<file path="config.mk">
export PLATFORM = sky130hd
export DESIGN_NAME = flash_cmd_ctrl
export DESIGN_NICKNAME = d
export VERILOG_FILES = /design/src/rtl/flash_cmd_pkg.sv /design/src/rtl/flash_unlock_fsm.sv /design/src/rtl/flash_op_seq.sv /design/src/rtl/flash_cmd_ctrl.sv
export SDC_FILE = /design/constraint.sdc
export NUM_CORES = 1
export LEC_CHECK = 0
export BUFFER_PORTS_ARGS = -buffer_cell sky130_fd_sc_hd__buf_2
export CAP_MARGIN = 20
export CELL_PAD_IN_SITES_DETAIL_PLACEMENT = 2
export CELL_PAD_IN_SITES_GLOBAL_PLACEMENT = 2
export CORE_MARGIN = 2
export CORE_UTILIZATION = 36
export CTS_CLUSTER_SIZE = 16
export DETAILED_ROUTE_END_ITERATION = 8
export GPL_TIMING_DRIVEN = 0
export PLACE_DENSITY_LB_ADDON = 0.1
export SYNTH_ARGS = -nofsm -noshare
export SYNTH_HDL_FRONTEND = slang
export SYNTH_SLANG_ARGS = --single-unit
</file>
<file path="constraint.sdc">
create_clock -name clk -period 7 [get_ports clk]
set_clock_uncertainty 0.2 [all_clocks]
set_input_delay 2.1 -clock clk [delete_from_list [all_inputs] [get_ports clk]]
set_output_delay 2.1 -clock clk [all_outputs]
set_load 0.1 [all_outputs]
</file>
<file path="src/rtl/flash_cmd_pkg.sv">
package flash_cmd_pkg;

    localparam logic [11:0] OFS_CTRL = 12'h000;
    localparam logic [11:0] OFS_ADDR = 12'h0A0;
    localparam logic [11:0] OFS_DATA = 12'h0B0;
    localparam logic [11:0] OFS_KEY  = 12'h0C0;
    localparam logic [11:0] OFS_TIM  = 12'h0D0;

    localparam int CB_SEQ   = 16;
    localparam int CB_ERASE = 18;
    localparam int CB_BUF   = 19;
    localparam int CB_BUSY  = 20;
    localparam int CB_ERR   = 24;
    localparam int TB_FAST  = 6;

    localparam logic [7:0] KEY_ARM    = 8'hA5;
    localparam logic [7:0] KEY_ONE    = 8'hF1;
    localparam logic [7:0] KEY_MULTI  = 8'hF2;
    localparam logic [7:0] KEY_RELOCK = 8'h5A;

    typedef enum logic [1:0] {
        LK_LOCKED,
        LK_ARMED,
        LK_ONE,
        LK_MULTI
    } lock_state_t;

    typedef enum logic [1:0] {
        OP_IDLE,
        OP_LAUNCH,
        OP_WAIT
    } op_state_t;

endpackage

</file>
<file path="src/rtl/flash_unlock_fsm.sv">
module flash_unlock_fsm
    import flash_cmd_pkg::*;
(
    input  logic       clk,
    input  logic       rst_n,
    input  logic       key_wr,
    input  logic [7:0] key_val,
    input  logic       op_done,
    output logic       unlocked
);

    lock_state_t state_q, state_d;

    always_ff @(posedge clk or negedge rst_n) begin
        if (!rst_n) state_q <= LK_LOCKED;
        else        state_q <= state_d;
    end

    always_comb begin
        state_d = state_q;
        unique case (state_q)
            LK_LOCKED: begin
                if (key_wr && key_val == KEY_ARM) state_d = LK_ARMED;
            end
            LK_ARMED: begin
                if (key_wr) begin
                    if (key_val == KEY_ONE)        state_d = LK_ONE;
                    else if (key_val == KEY_MULTI) state_d = LK_MULTI;
                    else                           state_d = LK_LOCKED;
                end
            end
            LK_ONE: begin
                if (key_wr || op_done) state_d = LK_LOCKED;
            end
            LK_MULTI: begin
                // KEY_RELOCK is the documented code; any key write relocks
                if (key_wr) state_d = LK_LOCKED;
            end
            default: state_d = LK_LOCKED;
        endcase
    end

    always_comb begin
        unlocked = (state_q == LK_ONE) || (state_q == LK_MULTI);
    end

    assert_single_relock_R7: assert property (@(posedge clk) disable iff (!rst_n)
        (state_q == LK_ONE && op_done) |=> (state_q == LK_LOCKED));

    assert_arm_first_R2: assert property (@(posedge clk) disable iff (!rst_n)
        (state_q == LK_LOCKED) |=> (state_q != LK_ONE && state_q != LK_MULTI));

    assert_multi_holds_R8: assert property (@(posedge clk) disable iff (!rst_n)
        (state_q == LK_MULTI && !key_wr) |=> (state_q == LK_MULTI));

endmodule

</file>
<file path="src/rtl/flash_op_seq.sv">
module flash_op_seq
    import flash_cmd_pkg::*;
#(
    parameter int ADDR_W   = 32,
    parameter int DATA_W   = 32,
    parameter int PAGE_LSB = 11
) (
    input  logic              clk,
    input  logic              rst_n,
    input  logic              req,
    input  logic              req_erase,
    input  logic [ADDR_W-1:0] req_addr,
    input  logic [DATA_W-1:0] req_data,
    input  logic              fl_done,
    output logic              fl_start,
    output logic              fl_erase,
    output logic [ADDR_W-1:0] fl_addr,
    output logic [DATA_W-1:0] fl_wdata,
    output logic              buf_full,
    output logic              busy,
    output logic              op_done
);

    op_state_t state_q, state_d;
    logic [ADDR_W-1:0] page_base;

    always_comb begin
        page_base = {req_addr[ADDR_W-1:PAGE_LSB], {PAGE_LSB{1'b0}}};
    end

    always_ff @(posedge clk or negedge rst_n) begin
        if (!rst_n) begin
            state_q  <= OP_IDLE;
            fl_erase <= 1'b0;
            fl_addr  <= '0;
            fl_wdata <= '0;
        end else begin
            state_q <= state_d;
            if (state_q == OP_IDLE && req) begin
                fl_erase <= req_erase;
                fl_addr  <= req_erase ? page_base : req_addr;
                fl_wdata <= req_data;
            end
        end
    end

    always_comb begin
        state_d = state_q;
        unique case (state_q)
            OP_IDLE:   if (req) state_d = OP_LAUNCH;
            OP_LAUNCH: state_d = OP_WAIT;
            OP_WAIT:   if (fl_done) state_d = OP_IDLE;
            default:   state_d = OP_IDLE;
        endcase
    end

    always_comb begin
        fl_start = (state_q == OP_LAUNCH);
        buf_full = (state_q == OP_LAUNCH);
        busy     = (state_q != OP_IDLE);
        op_done  = (state_q == OP_WAIT) && fl_done;
    end

    assert_start_single_R3: assert property (@(posedge clk) disable iff (!rst_n)
        fl_start |=> !fl_start);

    assert_erase_aligned_R4: assert property (@(posedge clk) disable iff (!rst_n)
        (fl_start && fl_erase) |-> (fl_addr[PAGE_LSB-1:0] == '0));

    assert_busy_release_R6: assert property (@(posedge clk) disable iff (!rst_n)
        (busy && !fl_start && fl_done) |=> !busy);

    assert_buf_in_busy_R5: assert property (@(posedge clk) disable iff (!rst_n)
        buf_full |-> busy);

    assert_req_launches_R3: assert property (@(posedge clk) disable iff (!rst_n)
        (!busy && req) |=> fl_start);

endmodule

</file>
<file path="src/rtl/flash_cmd_ctrl.sv">
module flash_cmd_ctrl
    import flash_cmd_pkg::*;
#(
    parameter int BUS_AW     = 12,
    parameter int BUS_DW     = 32,
    parameter int ADDR_W     = 32,
    parameter int PAGE_BYTES = 2048
) (
    input  logic              clk,
    input  logic              rst_n,
    input  logic [BUS_AW-1:0] bus_addr,
    input  logic              bus_wen,
    input  logic [BUS_DW-1:0] bus_wdata,
    output logic [BUS_DW-1:0] bus_rdata,
    output logic              fl_start,
    output logic              fl_erase,
    output logic [ADDR_W-1:0] fl_addr,
    output logic [BUS_DW-1:0] fl_wdata,
    input  logic              fl_done
);

    localparam int PAGE_LSB = $clog2(PAGE_BYTES);

    logic [1:0]        speed_q;
    logic              seq_q;
    logic              erase_q;
    logic              err_q;
    logic              fast_q;
    logic [ADDR_W-1:0] tgt_addr_q;

    logic ctrl_wr, addr_wr, data_wr, key_wr, tim_wr;
    logic accept, reject;
    logic unlocked, busy, buf_full, op_done;

    always_comb begin
        ctrl_wr = bus_wen && (bus_addr == BUS_AW'(OFS_CTRL));
        addr_wr = bus_wen && (bus_addr == BUS_AW'(OFS_ADDR));
        data_wr = bus_wen && (bus_addr == BUS_AW'(OFS_DATA));
        key_wr  = bus_wen && (bus_addr == BUS_AW'(OFS_KEY));
        tim_wr  = bus_wen && (bus_addr == BUS_AW'(OFS_TIM));
        accept  = data_wr && unlocked && !busy;
        reject  = data_wr && !accept;
    end

    always_ff @(posedge clk or negedge rst_n) begin
        if (!rst_n) begin
            speed_q    <= '0;
            seq_q      <= 1'b0;
            erase_q    <= 1'b0;
            err_q      <= 1'b0;
            fast_q     <= 1'b0;
            tgt_addr_q <= '0;
        end else begin
            if (ctrl_wr) begin
                speed_q <= bus_wdata[1:0];
                seq_q   <= bus_wdata[CB_SEQ];
                erase_q <= bus_wdata[CB_ERASE];
            end
            if (reject)                          err_q <= 1'b1;
            else if (ctrl_wr && bus_wdata[CB_ERR]) err_q <= 1'b0;
            if (tim_wr)  fast_q     <= bus_wdata[TB_FAST];
            if (addr_wr) tgt_addr_q <= bus_wdata[ADDR_W-1:0];
        end
    end

    always_comb begin
        bus_rdata = '0;
        if (bus_addr == BUS_AW'(OFS_CTRL)) begin
            bus_rdata[1:0]      = speed_q;
            bus_rdata[CB_SEQ]   = seq_q;
            bus_rdata[CB_ERASE] = erase_q;
            bus_rdata[CB_BUF]   = buf_full;
            bus_rdata[CB_BUSY]  = busy;
            bus_rdata[CB_ERR]   = err_q;
        end else if (bus_addr == BUS_AW'(OFS_ADDR)) begin
            bus_rdata = BUS_DW'(tgt_addr_q);
        end else if (bus_addr == BUS_AW'(OFS_TIM)) begin
            bus_rdata[TB_FAST] = fast_q;
        end
    end

    flash_unlock_fsm u_unlock (
        .clk      (clk),
        .rst_n    (rst_n),
        .key_wr   (key_wr),
        .key_val  (bus_wdata[7:0]),
        .op_done  (op_done),
        .unlocked (unlocked)
    );

    flash_op_seq #(
        .ADDR_W   (ADDR_W),
        .DATA_W   (BUS_DW),
        .PAGE_LSB (PAGE_LSB)
    ) u_seq (
        .clk       (clk),
        .rst_n     (rst_n),
        .req       (accept),
        .req_erase (erase_q),
        .req_addr  (tgt_addr_q),
        .req_data  (bus_wdata),
        .fl_done   (fl_done),
        .fl_start  (fl_start),
        .fl_erase  (fl_erase),
        .fl_addr   (fl_addr),
        .fl_wdata  (fl_wdata),
        .buf_full  (buf_full),
        .busy      (busy),
        .op_done   (op_done)
    );

    assert_reject_flag_R9: assert property (@(posedge clk) disable iff (!rst_n)
        reject |=> err_q);

    assert_no_start_locked_R9: assert property (@(posedge clk) disable iff (!rst_n)
        (data_wr && !unlocked && !busy) |=> !fl_start);

endmodule

</file>
After elaboration in Yosys (flattened, before gate mapping)
Index checks and enable logic that the tools add are counted.
Cells by class
  bitwise gates (word level): 0
  divide/modulo/power cells: 0
  order comparisons: 0
  multiplexer cells: 25
  add/subtract/negate cells: 0
  reduce and logical (&&, ||, !) cells: 23
  multiply operators: 0
  eq/ne operators: 18
  shift operators: 0
Operators by type and width (count)
  $eq A12 B8 Y1 const B: 4
  $mux W25: 1
  $eq A8 B8 Y1 const B: 3
  $mux W2: 9
  $mux W14: 1
  $logic_and A1 B1 Y1: 12
  $logic_not A12 Y1: 1
  $mux W11: 1
  $ne A2 B1 Y1 const B: 5
  $pmux W2 S4: 1
  $mux W1: 7
  $mux W7: 1
  $eq A2 B2 Y1 const B: 3
  $mux W3: 2
  $mux W6: 1
  $pmux W2 S3: 1
  $eq A2 B1 Y1 const B: 2
  $logic_not A2 Y1: 2
  $reduce_and A4 Y1: 1
  $reduce_bool A2 Y1: 2
  $logic_not A1 Y1: 2
  $logic_or A1 B1 Y1: 2
  $ne A2 B2 Y1 const B: 1
  $reduce_and A2 Y1: 1
Word-level totals
  memories: 0
  output and inout bits: 98
  ROM bits: 0
  register bits: 107
  bits in latches: 0
  logic and storage cells: 77
  bits in writable memories: 0

Logic depth before layout (Yosys ltp)
Gate-level depths: netlist of run 1.
  depth in word-level cells: 7
  depth in mapped cells: 6
  mapped depth without buffers: 4

Cells and area by module
A second synthesis of run 1 with hierarchy kept.
Unflattened totals
  cell total of the unflattened synthesis: 313
  area, all modules: 4571.9 µm²
Modules (own cells, without submodules)
  flash_op_seq: sequential area each 1676.6 µm², times used 1, area an instance 2598.7 µm², cells an instance 158
  flash_cmd_ctrl: sequential area each 950.9 µm², times used 1, area an instance 1808.0 µm², cells an instance 138
  flash_unlock_fsm: sequential area each 50.0 µm², times used 1, area an instance 165.2 µm², cells an instance 17

Worst setup path before layout of run 1
OpenSTA, ideal clock, no wires.
  path type: in2out
  start: in bus_addr[9]
  end: out bus_rdata[6]
  data arrival time: 4.229 ns
  data required time: 4.700 ns
  setup slack: 0.471 ns
  stages on the path: 4
  buffers on the path: 1
  cells stage by stage: or4_4 -> nor4_1 -> clkbuf_1 -> a32o_1
On the way
  word-level cells in the longest chain between the ends: 4
  elaborated cells on any way between the ends: 6
  classes of those cells: eq/ne: 2; mux: 3; reduce/logical: 1
Ends and longest elaborated chain
  from (decl): RTL line flash_cmd_ctrl.sv:11  | input logic [BUS_AW-1:0] bus_addr,
  $eq A12 B8 Y1: RTL line flash_cmd_ctrl.sv:77  | end else if (bus_addr == BUS_AW'(OFS_TIM)) begin
  $mux W1: RTL line flash_cmd_ctrl.sv:77
  $mux W1: RTL line flash_cmd_ctrl.sv:75  | end else if (bus_addr == BUS_AW'(OFS_ADDR)) begin
  $mux W14 *: RTL line flash_cmd_ctrl.sv:68  | if (bus_addr == BUS_AW'(OFS_CTRL)) begin
  to (decl): RTL line flash_cmd_ctrl.sv:14  | output logic [BUS_DW-1:0] bus_rdata,
Every way passes the cells marked *; elsewhere a longest branch is shown, timed or not.

Worst setup path in the final report of run 1
  start: in bus_addr[9]
  end: out bus_rdata[0]
On the way
  word-level cells in the longest chain between the ends: 3
  elaborated cells on any way between the ends: 4
  classes of those cells: eq/ne: 1; mux: 2; reduce/logical: 1
Ends and longest elaborated chain (RTL line)
  $eq A12 B8 Y1: flash_cmd_ctrl.sv:75
  $mux W6: flash_cmd_ctrl.sv:75
  $mux W2 *: flash_cmd_ctrl.sv:68
Marked as above.

==> flow_metrics.py, run 1 <==
metrics = {
    "outcome": {
        "status": "complete, no violations",
    },
    "pwr": {
        "internal_power_mw": 0.922,
        "share_comb_of_total_power_pct": 3.5,
        "switching_share_pct": 22.0,
        "portion_of_total_power_attributed_to_sequential_cells_pct": 52.4,
        "netSwitchingPower_mw": 0.260,
        "pwr_density_cell_mw_per_mm2": 205,
        "worst_ir_drop_vdd_uv": 111,
        "power.static_leakage_nw": 3.25,
        "power.share.clock_pct": 44.1,
    },
    "flow_run": {
        "count_of_maximum_capacitance_violations": 0,
    },
    "sta": {
        "hold_viol_final": 0,
        "worstMarginPinSlew_ps": 791,
        "grt_setup_unrepaired": "no",
        "setup_slack_ps": 159,
        "maxSlewViolCount": 0,
        "final_min_period_over_clock_period_pct": 97.7,
        "timing.fmax_ghz": 0.146,
        "period_needed_ps": 6840,
        "final-setup-viol-count": 0,
        "slew-limit-headroom_pct": 47.1,
        "timing.hold.ws_ps": 290,
    },
    "critical_path": {
        "critical_path.startpoint": "bus_addr[9]",
        "rr_startpoint": "u_unlock.state_q[1]$_DFFE_PN0P_",
        "worstSetupEndpointType": "primary output",
        "worst_r2r_dst": "u_seq.fl_wdata[25]$_DFFE_PN0P_",
        "cp_data_arrival_time_ps": 4540,
        "timing.critical_path.required_ps": 4700,
        "critical_path.startpoint_type": "input port",
        "r2r_slack_ps": 4920,
        "worstSetupPathType": "in2out",
        "worst_r2r_path_depth": 6,
        "crit_path_end": "bus_rdata[0]",
        "timing.critical_path.fanout_max": 10,
    },
    "drt": {
        "antenna_left": 0,
        "drcViolationCount": 0,
        "wirelength_mm": 12.4,
        "wl_per_cell_um": 19.3,
        "initialDrtViolationCount": 58,
        "count_of_vias_placed_by_the_detailed_router": 3141,
        "drt-pass1-iter-count": 4,
        "routed_via_density": 4.89,
    },
    "floorplanning": {
        "chipHeight_um": 115,
        "row_count": 40,
        "initial_utilization_pct": 37.1,
        "die_area_sq_mm": 0.0133,
        "die_x_um": 115,
        "num_io_pins": 146,
        "coreArea_sq_mm": 0.0121,
    },
    "global_routing": {
        "grt_util_all_layers_pct": 19.3,
        "initial_antenna_violation_count": 0,
        "grt_max_degree": 59,
        "number_of_global_route_vias_before_repair": 3537,
        "grt_pass1_wl_mm": 19.1,
        "grt_overflow": 0,
    },
    "clock_network": {
        "clock-sinks": 107,
        "ctsResizeCount": 1,
        "cts_setup_buffers": 0,
        "cts_inserted_buffers": 9,
        "cts_tree": "done",
        "clk-insertion-delay-late_ps": 350,
        "cts_hold_repair.buffers": 0,
        "clk_pin_slew_worst_paths_ps": 70,
        "clock-root-buffer": "sky130_fd_sc_hd__clkbuf_16",
        "max-clock-path-buffers": 2,
        "h-tree-depth": 3,
    },
    "place": {
        "placed_cells": 626,
        "place_worst_setup_slack_ps": -97.8,
        "place.port_buffers": 145,
        "gp_congestion": 0.751,
        "dp_hpwl_mm": 9.00,
    },
    "cells_and_area": {
        "fill_cells": 1192,
        "layout-drive-gt1-share_pct": 55.9,
        "layout_common_cells": "sky130_fd_sc_hd__buf_2 (150), sky130_fd_sc_hd__dfrtp_1 (107), sky130_fd_sc_hd__mux2_2 (91)",
        "multi_input_comb_area_sq_mm": 0.00174,
        "antenna_cells_inserted": 0,
        "layout.nets": 517,
        "mostFrequentLayoutCell": "sky130_fd_sc_hd__buf_2",
        "final-seq-area_sq_mm": 0.00268,
        "area_growth_pct": 28.6,
        "stdcell_count": 642,
    },
    "synthesis": {
        "ys_seq_area_share_pct": 59.9,
        "synth-edff-count": 0,
        "synth_async_sr_flop_share_pct": 100,
        "synth_area_sq_mm": 0.00447,
        "synth-main-ff-cell": "sky130_fd_sc_hd__dfrtp_1",
        "synthesis.area_per_instance_sq_um": 14.3,
        "syn_inst": 312,
        "synth-seq-cells": 107,
        "synth_warnings": 0,
        "netlist-cell-type-count": 32,
        "synth.net_count": 360,
    },
    "min_path": {
        "timing.hold.worst.class": "reg2reg",
    },
}
==> critical path, cell delays in order <==
cell and delay, ps:
sky130_fd_sc_hd__buf_2 110, sky130_fd_sc_hd__or4_4 570, sky130_fd_sc_hd__nor4_2 500, sky130_fd_sc_hd__clkbuf_1 560, sky130_fd_sc_hd__a22o_1 260, sky130_fd_sc_hd__buf_2 430
==> power by group through the flow <==
stage	logic [mW]	clock network (mW)	registers (mW)
after global placement	0.0389	0	0.631
after global routing	0.0466	0.561	0.619
final	0.0412	0.521	0.619
after detailed placement	0.0426	0	0.631
after CTS	0.0430	0.539	0.619
after floorplan	0.00534	0	0.631
==> state kept, by name, indices dropped and copies added, names as in the netlist <==
name	flops
u_seq.state_q	2
tgt_addr_q	32
u_unlock.state_q	2
speed_q	2
erase_q	1
fast_q	1
err_q	1
seq_q	1
u_seq.fl_addr	32
u_seq.fl_erase	1
u_seq.fl_wdata	32
==> per-layer routing <==
metal | GRT usage [%] | wire, um | vias to the layer above
li1 | - | - | 1427
met1 | 22.7 | 5000 | 1613
met2 | 33.9 | 6460 | 85
met3 | 4.60 | 659 | 16
met4 | 7.95 | 252 | 0
met5 | 0 | 0 | -
==> worst min path at each step <==
stage | startpoint | to | cells after the start
floorplan | tgt_addr_q[21]$_DFFE_PN0P_ | u_seq.fl_addr[21]$_DFFE_PN0P_ | 1
CTS | u_seq.fl_addr[5]$_DFFE_PN0P_ | u_seq.fl_addr[5]$_DFFE_PN0P_ | 1
global placement | u_seq.fl_wdata[22]$_DFFE_PN0P_ | u_seq.fl_wdata[22]$_DFFE_PN0P_ | 1
finish | u_seq.fl_wdata[23]$_DFFE_PN0P_ | u_seq.fl_wdata[23]$_DFFE_PN0P_ | 1
global route | u_seq.fl_wdata[24]$_DFFE_PN0P_ | u_seq.fl_wdata[24]$_DFFE_PN0P_ | 1
detailed placement | u_seq.fl_addr[5]$_DFFE_PN0P_ | u_seq.fl_addr[5]$_DFFE_PN0P_ | 1
==> synth_stat cells, drive strengths merged (2+ instances only) <==
library cell | n | area [sq um]
and2 | 24 | 150
nor4b | 2 | 17.5
o21ai | 5 | 25.0
nand4 | 2 | 12.5
dfrtp | 107 | 2680
nor3 | 4 | 20.0
buf | 9 | 41.3
nor2b | 13 | 81.3
clkbuf | 5 | 18.8
mux2 | 102 | 1150
nand2 | 7 | 26.3
nor4 | 3 | 18.8
a21oi | 2 | 10.0
inv | 2 | 7.51
or4 | 4 | 37.5
a22o | 6 | 52.6
nand3b | 3 | 22.5
==> cell families (layout without fill, tap and decap cells) <==
logic type             after synthesis  count (layout)  share of synthesized area [%]
buffers and inverters               16             178                           1.51
AND/OR/NAND/NOR                     71              71                           10.4
flip-flops                         107             107                           59.9
multiplexers                       102             102                           25.7
AO/OA/AOI/OAI                       15              15                           2.38
XOR/XNOR                             1               1                          0.196
==> area by class of cell <==
type / count / share of cell area, %
buffer: 14 / 1.04
clock buffer: 10 / 4.15
clock inverter: 6 / 1.09
inverter: 2 / 0.131
multi-input combinational: 189 / 30.2
sequential: 107 / 46.6
tap: 168 / 3.65
timing repair buffer: 146 / 13.1
==> through the flow <==
stage,TNS [ps],total power [mW],utilization (%),instance area (sq um)
5_1_grt,0,1.23,47.7,5750
3_3_place_gp,-2690,0.670,44.8,5410
3_5_place_dp,-1560,0.674,45.1,5440
4_1_cts,0,1.20,47.7,5750
2_1_floorplan,0,0.637,-,4470
6_report,0,1.18,47.7,5750
(Power assumes the default switching activity.)
==> inputs of run 2 (changes only) <==
==> constraint.sdc (replaced) <==
create_clock -name clk -period 8.84 [get_ports clk]
set_clock_uncertainty 0.2 [all_clocks]
set_input_delay 2.652 -clock clk [delete_from_list [all_inputs] [get_ports clk]]
set_output_delay 2.652 -clock clk [all_outputs]
set_load 0.1 [all_outputs]
==> run 2 against run 1 <==
Total power shrank 21%. Largest cell class unchanged. Core utilization shrank 0.052 points. Setup slack gained 490 ps. Critical endpoint unchanged. Sequential cell count is the same. Critical path type unchanged. Worst hold slack is the same. Global-route usage is essentially flat.
==> flow_metrics.py, run 2 (synthesis results as in run 1) <==
metrics = {
    "drt": {
        "initialDrtViolationCount": 61,
        "wirelength_mm": 12.3,
        "routed_via_density": 4.89,
        "drt-pass1-iter-count": 4,
        "drcViolationCount": 0,
        "count_of_vias_placed_by_the_detailed_router": 3139,
        "wl_per_cell_um": 19.2,
        "antenna_left": 0,
    },
    "cells_and_area": {
        "final_design_area_no_fill_sq_mm": 0.00575,
        "layout_common_cells": "sky130_fd_sc_hd__buf_2 (150), sky130_fd_sc_hd__dfrtp_1 (107), sky130_fd_sc_hd__mux2_2 (91)",
        "layout.nets": 517,
        "area_growth_pct": 28.5,
        "top_regs": "tgt_addr_q (32), u_seq.fl_addr (32), u_seq.fl_wdata (32)",
        "stdcell_count": 642,
        "mostFrequentLayoutCell": "sky130_fd_sc_hd__buf_2",
        "antenna_cells_inserted": 0,
        "layout-drive-gt1-share_pct": 55.7,
    },
    "global_routing": {
        "grt_overflow": 0,
        "grt_max_degree": 59,
        "grt_pass1_wl_mm": 19.1,
        "grt_util_all_layers_pct": 19.2,
        "initial_antenna_violation_count": 0,
        "number_of_global_route_vias_before_repair": 3526,
    },
    "place": {
        "gp_congestion": 0.751,
        "dp_hpwl_mm": 9.00,
        "place.port_buffers": 145,
        "place_area_sq_mm": 0.00544,
        "placed_cells": 626,
    },
    "clock_network": {
        "h-tree-depth": 3,
        "clock-root-buffer": "sky130_fd_sc_hd__clkbuf_16",
        "cts_hold_repair.buffers": 0,
        "cts_inserted_buffers": 9,
        "clk-insertion-delay-late_ps": 350,
        "max-clock-path-buffers": 2,
        "clk_pin_slew_worst_paths_ps": 70,
        "ctsResizeCount": 0,
        "cts_setup_buffers": 0,
        "cts_tree": "done",
        "clock-sinks": 107,
    },
    "sta": {
        "maxSlewViolCount": 0,
        "final-setup-viol-count": 0,
        "setup_tns_ps": 0,
        "hold_viol_final": 0,
        "worstMarginPinSlew_ps": 864,
        "timing.fmax_ghz": 0.122,
        "grt_setup_unrepaired": "no",
        "slew-limit-headroom_pct": 41.9,
        "timing.hold.ws_ps": 290,
        "final_min_period_over_clock_period_pct": 92.7,
        "period_needed_ps": 8190,
    },
    "critical_path": {
        "timing.critical_path.fanout_max": 10,
        "critical_path.startpoint": "bus_addr[9]",
        "worstSetupPathType": "in2out",
        "cp_data_arrival_time_ps": 5340,
        "worst_r2r_path_depth": 6,
        "timing.critical_path.required_ps": 5990,
        "rr_startpoint": "u_unlock.state_q[1]$_DFFE_PN0P_",
        "worstSetupEndpointType": "primary output",
        "r2r_slack_ps": 6760,
        "worst_r2r_dst": "u_seq.fl_wdata[25]$_DFFE_PN0P_",
        "critical_path.startpoint_type": "input port",
        "crit_path_end": "bus_rdata[0]",
    },
    "floorplanning": {
        "num_io_pins": 146,
        "row_count": 40,
        "coreArea_sq_mm": 0.0121,
        "die_area_sq_mm": 0.0133,
        "chipHeight_um": 115,
        "initial_utilization_pct": 37.1,
        "die_x_um": 115,
    },
    "outcome": {
        "status": "complete, no violations",
    },
    "min_path": {
        "timing.hold.worst.class": "reg2reg",
    },
    "pwr": {
        "worst_ir_drop_vdd_uv": 87.6,
        "pwr_density_cell_mw_per_mm2": 163,
        "power.static_leakage_nw": 3.25,
    },
    "flow_run": {
        "count_of_maximum_capacitance_violations": 0,
    },
}
run 2: changes by cell type in the layout (fill, tap and decap cells not counted):
cell | before | now
sky130_fd_sc_hd__nor4_1 | 2 | 3
sky130_fd_sc_hd__nor4_2 | 1 | 0
run 2: how the worst min path moves through the flow:
stage                                   startpoint                              to  slack, ps  depth (start not counted)
finish              u_seq.fl_wdata[23]$_DFFE_PN0P_  u_seq.fl_wdata[23]$_DFFE_PN0P_        290                          1
floorplan               tgt_addr_q[21]$_DFFE_PN0P_   u_seq.fl_addr[21]$_DFFE_PN0P_        270                          1
CTS                   u_seq.fl_addr[5]$_DFFE_PN0P_    u_seq.fl_addr[5]$_DFFE_PN0P_        290                          1
global route        u_seq.fl_wdata[24]$_DFFE_PN0P_  u_seq.fl_wdata[24]$_DFFE_PN0P_        310                          1
detailed placement    u_seq.fl_addr[5]$_DFFE_PN0P_    u_seq.fl_addr[5]$_DFFE_PN0P_        280                          1
global placement    u_seq.fl_wdata[22]$_DFFE_PN0P_  u_seq.fl_wdata[22]$_DFFE_PN0P_        270                          1
run 2: critical path, cell delays in order:
cell                       delay (ps)
sky130_fd_sc_hd__buf_2            110
sky130_fd_sc_hd__or4_4            560
sky130_fd_sc_hd__nor4_1           730
sky130_fd_sc_hd__clkbuf_1         580
sky130_fd_sc_hd__a22o_1           260
sky130_fd_sc_hd__buf_2            430
run 2: metrics by stage:
step	power [mW]	util [%]	worst slack (ps)
after floorplan	0.504	-	1210
after global placement	0.531	44.8	436
after detailed placement	0.534	45.1	638
after CTS	0.951	47.6	645
after global routing	0.971	47.6	474
final	0.935	47.6	649
run 2: layout make-up:
cell class | count | area [sq um]
fill | 1191 | 6320
sequential | 107 | 2680
multi-input combinational | 189 | 1730
timing repair buffer | 146 | 756
clock buffer | 10 | 239
tap | 168 | 210
clock inverter | 6 | 62.6
buffer | 14 | 60.1
inverter | 2 | 7.51
run 2: metal layers:
layer	wire (um)	GRT usage, %	share of wire [%]	vias up
met5	0	0	0	-
met4	258	7.95	2.1	0
met3	662	4.60	5.4	16
met2	6440	33.7	52	85
met1	4990	22.7	40	1611
li1	-	-	-	1427
run 2: power breakdown:
| part | internal (mW) | total [mW] | switching [mW] |
|---|---|---|---|
| logic | 0.0118 | 0.0324 | 0.0207 |
| registers | 0.490 | 0.490 | 0.000527 |
| clock network | 0.228 | 0.412 | 0.184 |
